File: src/rtl/udiv_pkg.sv
package udiv_pkg;
  typedef struct packed {
    logic h;
    logic n;
    logic z;
    logic v;
    logic c;
  } ccr_t;
endpackage

File: src/rtl/udiv_ctrl.sv
module udiv_ctrl #(
  parameter int ITER = 16
) (
  input  logic clk,
  input  logic rst,
  input  logic start,
  output logic busy,
  output logic done,
  output logic load,
  output logic step,
  output logic last
);
  localparam int CW = (ITER > 1) ? $clog2(ITER) : 1;

  logic [CW-1:0] cnt_q;
  logic          busy_q;
  logic          done_q;

  assign load = start && !busy_q;
  assign step = busy_q;
  assign last = busy_q && (cnt_q == CW'(ITER - 1));
  assign busy = busy_q;
  assign done = done_q;

  always_ff @(posedge clk) begin
    if (rst) begin
      busy_q <= 1'b0;
      done_q <= 1'b0;
      cnt_q  <= '0;
    end else begin
      done_q <= 1'b0;
      if (load) begin
        busy_q <= 1'b1;
        cnt_q  <= '0;
      end else if (busy_q) begin
        cnt_q <= cnt_q + 1'b1;
        if (last) begin
          busy_q <= 1'b0;
          done_q <= 1'b1;
          cnt_q  <= '0;
        end
      end
    end
  end

  AST_DONE_ONE_CYCLE: assert property (@(posedge clk) disable iff (rst) done_q |=> !done_q);
  AST_NOT_BUSY_AND_DONE: assert property (@(posedge clk) disable iff (rst) !(busy_q && done_q));
  AST_START_ACCEPTED: assert property (@(posedge clk) disable iff (rst) (start && !busy_q) |=> busy_q);
  AST_COUNT_BOUNDED: assert property (@(posedge clk) disable iff (rst) busy_q |-> (int'(cnt_q) < ITER));
  AST_BUSY_UNTIL_LAST: assert property (@(posedge clk) disable iff (rst) (busy_q && !last) |=> busy_q);
endmodule

File: src/rtl/udiv_step.sv
module udiv_step #(
  parameter int W = 16
) (
  input  logic [W-1:0] rem_in,
  input  logic [W-1:0] quo_in,
  input  logic [W-1:0] dvs,
  output logic [W-1:0] rem_out,
  output logic [W-1:0] quo_out
);
  logic [W:0] shifted;
  logic [W:0] diff;
  logic       fits;

  always_comb begin
    shifted = {rem_in, quo_in[W-1]};
    diff    = shifted - {1'b0, dvs};
    fits    = (shifted >= {1'b0, dvs});
    rem_out = fits ? diff[W-1:0] : shifted[W-1:0];
    quo_out = {quo_in[W-2:0], fits};
  end
endmodule

File: src/rtl/udiv_datapath.sv
module udiv_datapath #(
  parameter int W = 16
) (
  input  logic           clk,
  input  logic           rst,
  input  logic           load,
  input  logic           step,
  input  logic [2*W-1:0] dividend,
  input  logic [W-1:0]   divisor,
  output logic [W-1:0]   dvs_held,
  output logic [2*W-1:0] packed_res
);
  logic [W-1:0] rem_q, quo_q, dvs_q;
  logic [W-1:0] rem_nxt, quo_nxt;

  udiv_step #(.W(W)) u_step (
    .rem_in (rem_q),
    .quo_in (quo_q),
    .dvs    (dvs_q),
    .rem_out(rem_nxt),
    .quo_out(quo_nxt)
  );

  always_ff @(posedge clk) begin
    if (rst) begin
      rem_q <= '0;
      quo_q <= '0;
      dvs_q <= '0;
    end else if (load) begin
      rem_q <= dividend[2*W-1:W];
      quo_q <= dividend[W-1:0];
      dvs_q <= divisor;
    end else if (step) begin
      rem_q <= rem_nxt;
      quo_q <= quo_nxt;
    end
  end

  assign dvs_held   = dvs_q;
  assign packed_res = {rem_q, quo_q};

  AST_REM_STAYS_BELOW: assert property (@(posedge clk) disable iff (rst)
    (step && !load && dvs_q != '0 && rem_q < dvs_q) |=> (rem_q < dvs_q));
  AST_RESULT_HOLDS: assert property (@(posedge clk) disable iff (rst)
    (!load && !step) |=> ($stable(rem_q) && $stable(quo_q)));
  AST_DIVISOR_KEPT: assert property (@(posedge clk) disable iff (rst)
    !load |=> $stable(dvs_q));
endmodule

File: src/rtl/udiv_ccr.sv
module udiv_ccr
  import udiv_pkg::*;
#(
  parameter int W = 16
) (
  input  logic         clk,
  input  logic         rst,
  input  logic         load,
  input  logic         last,
  input  logic [W-1:0] divisor,
  input  logic         h_in,
  input  logic         v_in,
  input  logic         c_in,
  output ccr_t         ccr_out
);
  ccr_t pend_q, out_q;

  always_ff @(posedge clk) begin
    if (rst) begin
      pend_q <= '0;
      out_q  <= '0;
    end else begin
      if (load) begin
        pend_q.h <= h_in;
        pend_q.v <= v_in;
        pend_q.c <= c_in;
        pend_q.n <= divisor[W-1];
        pend_q.z <= (divisor == '0);
      end
      if (last) out_q <= pend_q;
    end
  end

  assign ccr_out = out_q;

  AST_FLAGS_HOLD: assert property (@(posedge clk) disable iff (rst) !last |=> $stable(out_q));
endmodule

File: src/rtl/udiv32x16.sv
module udiv32x16
  import udiv_pkg::*;
#(
  parameter int W = 16
) (
  input  logic           clk,
  input  logic           rst,
  input  logic           start,
  input  logic [2*W-1:0] dividend,
  input  logic [W-1:0]   divisor,
  input  logic [4:0]     flags_in,
  output logic           busy,
  output logic           done,
  output logic [2*W-1:0] result,
  output logic [4:0]     flags_out
);
  localparam int ITER = W;

  logic         load, step, last;
  logic [W-1:0] dvs_held;
  ccr_t         ccr_in, ccr_q;
  logic         unused_nz_in;

  assign ccr_in       = ccr_t'(flags_in);
  assign unused_nz_in = ccr_in.n ^ ccr_in.z;

  udiv_ctrl #(.ITER(ITER)) u_ctrl (
    .clk  (clk),
    .rst  (rst),
    .start(start),
    .busy (busy),
    .done (done),
    .load (load),
    .step (step),
    .last (last)
  );

  udiv_datapath #(.W(W)) u_dp (
    .clk       (clk),
    .rst       (rst),
    .load      (load),
    .step      (step),
    .dividend  (dividend),
    .divisor   (divisor),
    .dvs_held  (dvs_held),
    .packed_res(result)
  );

  udiv_ccr #(.W(W)) u_ccr (
    .clk    (clk),
    .rst    (rst),
    .load   (load),
    .last   (last),
    .divisor(divisor),
    .h_in   (ccr_in.h),
    .v_in   (ccr_in.v),
    .c_in   (ccr_in.c),
    .ccr_out(ccr_q)
  );

  assign flags_out = ccr_q;

  AST_N_FROM_DIVISOR: assert property (@(posedge clk) disable iff (rst) done |-> (ccr_q.n == dvs_held[W-1]));
  AST_Z_FROM_DIVISOR: assert property (@(posedge clk) disable iff (rst) done |-> (ccr_q.z == (dvs_held == '0)));
  AST_RESET_IDLE: assert property (@(posedge clk) rst |=> (!busy && !done && result == '0 && flags_out == '0));
endmodule

File: config.mk
export PLATFORM = sky130hd
export DESIGN_NAME = udiv32x16
export DESIGN_NICKNAME = d
export VERILOG_FILES = /design/src/rtl/udiv_pkg.sv /design/src/rtl/udiv_ctrl.sv /design/src/rtl/udiv_step.sv /design/src/rtl/udiv_datapath.sv /design/src/rtl/udiv_ccr.sv /design/src/rtl/udiv32x16.sv
export SDC_FILE = /design/constraint.sdc
export NUM_CORES = 1
export LEC_CHECK = 0
export ABC_CLOCK_PERIOD_IN_PS = 2200
export BUFFER_PORTS_ARGS = -buffer_cell sky130_fd_sc_hd__buf_2
export CAP_MARGIN = 0
export CORE_MARGIN = 4
export CORE_UTILIZATION = 26
export CTS_CLUSTER_SIZE = 20
export DETAILED_ROUTE_END_ITERATION = 8
export GPL_TIMING_DRIVEN = 0
export HOLD_SLACK_MARGIN = 0.03
export PLACE_DENSITY = 0.48
export REMOVE_ABC_BUFFERS = 1
export SLEW_MARGIN = 25
export SYNTH_ARGS = -nofsm -noshare
export SYNTH_HDL_FRONTEND = slang
export SYNTH_SLANG_ARGS = --single-unit
export TNS_END_PERCENT = 10
File: constraint.sdc
create_clock -name clk -period 2.2 [get_ports clk]
set_input_delay 0.44 -clock clk [delete_from_list [all_inputs] [get_ports clk]]
set_output_delay 0.44 -clock clk [all_outputs]
set_load 0.005 [all_outputs]
### After elaboration in Yosys (flattened, before gate mapping)

Index checks and enable logic that the tools add are counted.

* register bits after elaboration: 64
* input port bits: 56
* output and inout port bits: 39
* word-level logic and storage cells: 38

* $add $sub $neg: 2
* magnitude comparators: 1
* eq/ne operators: 1
* muxes and demuxes: 10
* bitwise logic cells: 1
* reduce and logical (&&, ||, !) cells: 7

Operator list (count)
* 16-bit 2-to-1 mux: 5
* 17-bit by 16-bit >= comparator with 1-bit output: 1
* 16-bit zero test: 1
* 16-bit subtractor: 1
* 4-bit by 1-bit adder with 4-bit output (second input constant): 1
* 4-bit == test (second input constant): 1
* 1-bit 2-to-1 mux: 4
* 4-bit 2-to-1 mux: 1
* 3-bit OR reduction: 1
* 1-bit logical AND: 2
* 2-bit nonzero test: 1
* 2-bit OR reduction: 1
* 1-bit zero test: 1
* 1-bit inverter: 1

### Longest topological paths before layout

Gate-level depths: netlist of the first run.

* depth after elaboration: 5
* depth in mapped cells: 10
* depth with buffers taken out: 9

### By module

A second synthesis of the first run with hierarchy kept.

* cells, all modules: 437
* area, all modules: 4061.4 um^2

Modules (own cells, without submodules)
* udiv_datapath: times used 1, cells each 194, area an instance 2112.0 um^2, seq. area each 960.9 um^2
* udiv_step: times used 1, cells each 172, area an instance 1285.0 um^2, seq. area each 0.0 um^2
* udiv_ccr: times used 1, cells each 40, area an instance 395.4 um^2, seq. area each 200.2 um^2
* udiv_ctrl: times used 1, cells each 31, area an instance 269.0 um^2, seq. area each 120.1 um^2

### Worst setup path before layout of the first run

No wires, ideal clock.

* path type: reg2reg
* from: register u_dp.rem_q[4]
* to: register u_dp.rem_q[13]
* setup time: 0.117 ns
* data arrival time: 2.066 ns
* data required time: 2.083 ns
* slack: 0.017 ns
* stages on the path, launching flop included: 8
* buffers on the path: 0
* period minus slack after synthesis: 2.183 ns
* path through: dfxtp_1 ha_1 and3_4 a221o_1 o211ai_2 a31oi_4 or2_2 a32o_1

* word-level cells in the longest chain between the ends: 4
* elaborated cells between the ends (all ways): 5
* those cells by class: 1 x add/sub; 1 x order compare; 3 x mux

Ends and longest elaborated chain
* from (decl): RTL line udiv_datapath.sv:13 `logic [W-1:0] rem_q, quo_q, dvs_q;`
* from (signal assigned): RTL line udiv_datapath.sv:30 `rem_q <= dividend[2*W-1:W];`
* from (signal assigned): RTL line udiv_datapath.sv:34 `rem_q <= rem_nxt;`
* 16-bit subtractor or 17-bit by 16-bit >= comparator with 1-bit output (tied branches): RTL line udiv_step.sv:16, udiv_step.sv:17
* 16-bit 2-to-1 mux (*): RTL line udiv_step.sv:18 `rem_out = fits ? diff[W-1:0] : shifted[W-1:0];`
* 16-bit 2-to-1 mux (*): RTL line udiv_datapath.sv:33 `end else if (step) begin`
* 16-bit 2-to-1 mux (*): RTL line udiv_datapath.sv:29 `end else if (load) begin`

Every way passes the cells marked *; elsewhere a longest branch is shown, timed or not. The select of a mux whose other input is x is not followed.
A chain may end at the register's enable or synchronous reset.

### Worst setup path in the final report of the first run

* from: register u_dp.rem_q[4]
* to: register u_dp.rem_q[6]

Same word-level chain as after synthesis.

==> out/metrics.yaml, run 1 <==
power_and_ir_drop:
  powerDensity_nw_per_um2: 1010
  sequentialPowerShare_pct: 25.9
  p_clk_share_pct: 27.1
  p_int_mw: 3.47
  irDropWorstVdd_v: 0.000372
  p_sw_share_pct: 35.0
  p_leak_nw: 2.23
  finalPower_mw: 5.33
  switching_power_mw: 1.86
  p_comb_share_pct: 47.0
grt:
  overflow: 0
  grt_pass1_wl_mm: 19.4
  gr-usage-met2_pct: 24.7
  grt.total_usage_pct: 14.9
  busiest_layer: "met2"
  antenna_found_initial: 1
  use_met3_pct: 3.80
  grtUsageMet1_pct: 18.0
  grt_max_degree: 64
  grt_pass1_vias: 3946
floorplan:
  die-height_um: 127
  die_w_um: 127
  num_rows: 43
  ios: 95
  initial_core_util_pct: 26.6
  core-area_um2: 13900
  die-area_um2: 16200
placement:
  place_area_um2: 4290
  gp_congestion: 0.821
  dpl.cell_count: 710
  io_buffer_count: 92
  dp_hpwl_mm: 7.76
timing:
  setup_violations: 13
  report.final.slew_viol_count: 0
  hold_viol_final: 0
  fin_ws_ns: -0.117
  fin_crit_sh_pct: 105
  post-route-min-period_ns: 2.32
  hold-worst-slack_ns: 0.343
  fmax_ghz: 0.432
  fin_skew_ns: 0.00371
  worstMarginPinSlew_ns: 0.694
  max-slew-margin-rel_pct: 53.7
  grt_setup_unrepaired: "yes"
critical_path:
  cp.arrival_ns: 2.54
  critPathTopFamily: "compound AO/OA/AOI/OAI gates"
  critPathSlowestCell: "a221o_1"
  critPathLaunchType: "flip-flop"
  cp_max_fo: 6
  worstSetupEndpointType: "flip-flop"
  path_class: "reg2reg"
  crit_required_ns: 2.43
  cp_num_buf_inv: 0
  max_stage_delay_ns: 0.41
  crit_chain: "ha_4 -> and3_4 -> a221o_1 -> o211ai_4 -> a31oi_4 -> nand2b_4 -> o221a_4"
cells_and_area:
  seqCellArea_um2: 1300
  final_cell_mix: "buf_2 (90), nand2_1 (58), a21oi_1 (57)"
  nets: 648
  fin_cells: 759
  diodes: 0
  final_common_cell: "buf_2"
  drive_gt1_share_pct: 38.0
  design_area_um2: 5270
  nFillCells: 1445
  final_util_pct: 37.8
  multi_input_comb_area_um2: 2600
  area_growth_syn_to_layout_pct: 42.1
outcome:
  failed_checks: "negative setup slack"
  status: "finished, violations left"
synthesis:
  synthesis.area_um2: 3710
  ys.flop_type: "dfxtp_1"
  async_flop_share_pct: 0
  synth-seq-area-share_pct: 34.0
  synthCells: 466
  synth_seq_cells: 63
  synth-edff-count: 0
  yosys_warnings: 0
  synth_cell_types: 57
  avgSynthCellArea_um2: 7.96
route:
  vias_per_cell: 4.99
  ant_nets: 0
  num_vias: 3790
  drcViolationCount: 0
  avgRoutedWirePerCell_um: 16.3
  drtIter0Drc: 134
  drt_first_pass_iters: 4
  totalWireLength_mm: 12.4
cts:
  cts_tree: "done"
  cts_max_path_buffers: 2
  root_buffer: "clkbuf_16"
  cts-htree-levels: 3
  clk_latency_ns: 0.33
  clk_pin_slew_ns: 0.06
  clock_sinks: 63
  cts_made_buffers: 9
flow_run:
  drv_cap: 0
worst_hold_path:
  worstHoldPathType: "in2reg"
[layout make-up]
type	instances	share of cell area, %
multi-input combinational	355	49.3
timing repair buffer	124	14.5
tap	180	4.27
sequential	63	24.6
inverter	21	1.50
clock inverter	2	0.190
clock buffer	14	5.60
[metal layers]
layer | vias up | wire length, um
met5 | - | 8
met4 | 2 | 345
met3 | 21 | 656
met2 | 100 | 5960
met1 | 1793 | 5390
li1 | 1874 | -
[timing repair]
item                       4_1_cts  5_1_grt
hold buffers                     0        0
resized for setup               59       28
setup endpoints to repair       37       44
gates cloned                     2        0
buffers inserted                21       10
pin swaps                       26       22
[power by group through the flow]
stage | sequential (mW) | clock, mW | combinational, mW
finish | 1.38 | 1.45 | 2.50
global route | 1.40 | 1.53 | 2.70
CTS | 1.39 | 1.48 | 2.27
detailed placement | 1.38 | 0 | 1.58
global placement | 1.38 | 0 | 1.56
floorplan | 1.36 | 0 | 1.13
[flip-flops by register name (all words and copies together), names as in the netlist]
signal         flops
u_dp.quo_q        16
u_ctrl.cnt_q       4
u_dp.dvs_held     15
u_dp.rem_q        16
u_ccr.pend_q       5
u_ctrl.done        1
u_ccr.ccr_out      5
u_ctrl.busy        1
[synth_stat cells (2+ instances only)]
library cell | instances | share of area (%)
nand2b_1 | 7 | 1.2
o211ai_1 | 5 | 1.0
nor2b_1 | 9 | 1.5
o21a_1 | 3 | 0.61
a31oi_1 | 2 | 0.34
buf_2 | 3 | 0.40
nor3_1 | 4 | 0.54
a21o_1 | 4 | 0.81
a311oi_1 | 2 | 0.47
a31o_1 | 2 | 0.47
mux2_2 | 8 | 2.4
nand4_1 | 6 | 1.0
nor4_1 | 9 | 1.5
xnor2_1 | 5 | 1.2
a211oi_1 | 9 | 1.8
o21ai_0 | 11 | 1.5
nor2_1 | 53 | 5.4
a21oi_1 | 58 | 7.8
xor2_1 | 5 | 1.2
or3_1 | 2 | 0.34
nor3b_1 | 2 | 0.40
nand2_1 | 61 | 6.2
nand3_1 | 7 | 0.94
o21ai_1 | 3 | 0.40
a221o_1 | 5 | 1.3
a211o_1 | 2 | 0.47
and3_1 | 2 | 0.34
mux2i_1 | 26 | 7.0
dfxtp_1 | 63 | 34
ha_1 | 17 | 5.7
clkbuf_1 | 16 | 1.6
o221a_2 | 2 | 0.61
buf_1 | 8 | 0.81
inv_1 | 21 | 2.1
o32ai_1 | 2 | 0.47
[tightest hold or removal path: stages]
cell and delay, ns:
buf_2 0.10, nand2_1 0.05, a21oi_1 0.05
[cell families after synthesis]
family          after synthesis  share of synthesized area, %
simple gates                169                          20.8
compound gates              122                          21.7
flops                        63                          34.0
buf+inv                      50                          5.46
mux                          34                          9.44
fa+ha+maj                    18                          6.27
xor+xnor                     10                          2.36
[per-stage QoR]
| stage | setup slack (ns) | TNS, ns |
|---|---|---|
| final | -0.117 | -0.889 |
| after global placement | -1.74 | -58.77 |
| after floorplan | -0.443 | -8.17 |
| after global routing | -0.157 | -1.79 |
| after CTS | -0.122 | -0.810 |
| after detailed placement | -0.594 | -16.30 |
[final timing paths]
path | start | endpoint | cells past startpoint | slack [ns]
worst max-delay path | u_dp.rem_q[4] | u_dp.rem_q[6] | 7 | -0.12
worst min-delay path | divisor[6] | u_dp.dvs_held[6] | 3 | 0.34
worst min register to register | u_ccr.pend_q[1] | u_ccr.ccr_out[1] | 2 | 0.45
worst max register to register | u_dp.rem_q[4] | u_dp.rem_q[6] | 7 | -0.12
(Power assumes the default switching activity.)
==> inputs of run 2 (changes only) <==
CTS_BUF_LIST = sky130_fd_sc_hd__clkbuf_4 sky130_fd_sc_hd__clkbuf_8 sky130_fd_sc_hd__clkbuf_16   (was not set)
==> run 2 against run 1 <==
  * The flow still finishes with violations (negative setup slack)
  * Register-to-register slack is essentially flat
  * Critical path depth is the same
  * Clock skew up 0.0024 ns
  * Count of clock-buffer cells in the layout is the same
  * Global-route usage is the same
  * Non-clock buffer count unchanged
  * Power rose by 0.31%
  * Setup slack lost 0.0053 ns
  * Final cell count did not move
  * Critical path type unchanged
  * Largest power group unchanged
==> out/metrics.yaml, run 2 (synthesis gave the netlist of run 1 again) <==
outcome:
  status: "finished, violations left"
  failed_checks: "negative setup slack"
floorplan:
  die-area_um2: 16200  # unchanged
  num_rows: 43  # unchanged
  initial_core_util_pct: 26.6  # unchanged
  die_w_um: 127  # unchanged
  die-height_um: 127  # unchanged
  ios: 95  # unchanged
  core-area_um2: 13900  # unchanged
critical_path:
  critPathTopFamily: "compound AO/OA/AOI/OAI gates"
  ff2ff_setup_slack_ns: -0.12  # about the same
  critPathSlowestCell: "a221o_1"
  cp.arrival_ns: 2.55  # about the same
  worstReg2RegStart: "u_dp.rem_q[4]"
  cp_max_fo: 6  # unchanged
  crit_required_ns: 2.42  # about the same
  worstSetupEndpointType: "flip-flop"
  max_stage_delay_ns: 0.41  # about the same
  critPathLaunchType: "flip-flop"
  cp_num_buf_inv: 0  # unchanged
  reg2reg_to: "u_dp.rem_q[6]"
  reg2regPathDepth: 7  # unchanged
  crit_chain: "ha_4 -> and3_4 -> a221o_1 -> o211ai_4 -> a31oi_4 -> nand2b_4 -> o221a_4"
  path_class: "reg2reg"
route:
  top_layer_used: "met5"
  routed-wl-met2_mm: 6.00  # +0.70%
  totalWireLength_mm: 12.4  # +0.19%
  vias_per_cell: 4.99  # -0.16%
  ant_nets: 0  # unchanged
  num_vias: 3784  # -0.16%
  drcViolationCount: 0  # unchanged
  drt_first_pass_iters: 4  # unchanged
  drtIter0Drc: 137  # +2.2%
  avgRoutedWirePerCell_um: 16.3  # +0.19%
  drt-met1-wl_mm: 5.38  # about the same
  wl_met3_um: 667  # +1.7%
timing:
  finalSetupTns_ns: -0.923  # -0.0341 ns
  hold-worst-slack_ns: 0.342  # -0.000931 ns
  fin_crit_sh_pct: 106  # +0.24 points
  hold_viol_final: 0  # unchanged
  fin_ws_ns: -0.122  # -0.00533 ns
  post-route-min-period_ns: 2.32  # +0.00533 ns
  grt_setup_unrepaired: "yes"
  setup_violations: 13  # unchanged
  max-slew-margin-rel_pct: 53.7  # about the same
  report.final.slew_viol_count: 0  # unchanged
  worstMarginPinSlew_ns: 0.694  # -0.000140 ns
  fmax_ghz: 0.431  # -0.23%
  fin_skew_ns: 0.00606  # +0.00235 ns
worst_hold_path:
  hold_depth: 3  # unchanged
  worstHoldPathType: "in2reg"
  holdPathEnd: "u_ccr.pend_q[4]"
  hp-start: "flags_in[4]"
cells_and_area:
  nFillCells: 1446  # +0.069%
  final_cell_mix: "buf_2 (90), nand2_1 (58), a21oi_1 (57)"
  diodes: 0  # unchanged
  area_growth_syn_to_layout_pct: 42.2  # about the same
  fin_cells: 759  # unchanged
  final_util_pct: 37.9  # about the same
  final_common_cell: "buf_2"
  drive_gt1_share_pct: 38.2  # +0.17 points
  nets: 648  # unchanged
  design_area_um2: 5280  # about the same
power_and_ir_drop:
  irDropWorstVdd_v: 0.000374  # +0.69%
  p_leak_nw: 2.24  # +0.15%
  finalPower_mw: 5.35  # +0.31%
  powerDensity_nw_per_um2: 1010  # +0.24%
cts:
  cts_max_path_buffers: 2  # unchanged
  cts_tree: "done"
  clk_latency_ns: 0.34  # about the same
  clk_pin_slew_ns: 0.06  # about the same
  clock_sinks: 63  # unchanged
  cts-htree-levels: 3  # unchanged
  cts_made_buffers: 9  # unchanged
  root_buffer: "clkbuf_16"
flow_run:
  drv_cap: 0  # unchanged
grt:
  overflow: 0  # unchanged
  grt_pass1_vias: 3948  # +0.051%
  grt_pass1_wl_mm: 19.4  # about the same
  antenna_found_initial: 1  # unchanged
  grt.total_usage_pct: 14.9  # unchanged
  grt_max_degree: 64  # unchanged
placement:
  dpl.cell_count: 710  # unchanged
  pre_cts_ws_ns: -0.594  # unchanged
  dp_hpwl_mm: 7.76  # unchanged
  place_area_um2: 4290  # unchanged
  gp_congestion: 0.821  # unchanged
  io_buffer_count: 92  # unchanged
==> run 2: worst max path at each step <==
stage / start / to / slack, ns / cells past startpoint
finish: u_dp.rem_q[4] / u_dp.rem_q[6] / -0.12 / 7
global route: u_dp.rem_q[4] / u_dp.rem_q[5] / -0.16 / 7
CTS: u_dp.dvs_held[5] / u_dp.rem_q[9] / -0.12 / 9
detailed placement: u_dp.dvs_held[11] / u_dp.rem_q[9] / -0.59 / 8
global placement: u_ctrl.busy / u_ccr.pend_q[2] / -1.74 / 4
floorplan: u_ctrl.busy / u_ccr.pend_q[2] / -0.44 / 4
==> run 2: repair_timing <==
action / in CTS / in global routing
pin swaps: 26 / 22
gates cloned: 2 / 0
setup endpoints to repair: 37 / 44
setup buffers: 21 / 10
resized for setup: 59 / 28
hold buffers: 0 / 0
==> run 2: cell type report <==
| type | instances | area [um2] | area share (%) |
|---|---|---|---|
| multi-input cells | 355 | 2600 | 49.2 |
| well taps | 180 | 225 | 4.27 |
| inverters | 21 | 78.8 | 1.49 |
| flip-flops and latches | 63 | 1300 | 24.6 |
| repair buffers | 124 | 767 | 14.5 |
| clock inverters | 2 | 10.0 | 0.190 |
| clock buffers | 14 | 299 | 5.67 |
==> run 2: routing by layer <==
metal	up-vias	track usage, %
li1	1875	-
met1	1796	18.0
met2	92	24.7
met3	19	3.80
met4	2	7.38
met5	-	0
==> run 2: worst register-to-register path, delay by kind of cell (launching register included) <==
family	cells	cell delay (ns)
AOI/OAI and AO/OA	4	1.20
DFF	1	0.36
and+or+nand+nor	2	0.40
adders and majority gates	1	0.25
==> run 2: power breakdown <==
group,internal (mW),leakage (nW),switching (mW)
logic,1.29,1.55,1.21
clock network,0.932,0.157,0.526
registers,1.25,0.526,0.127
total,3.48,2.24,1.87
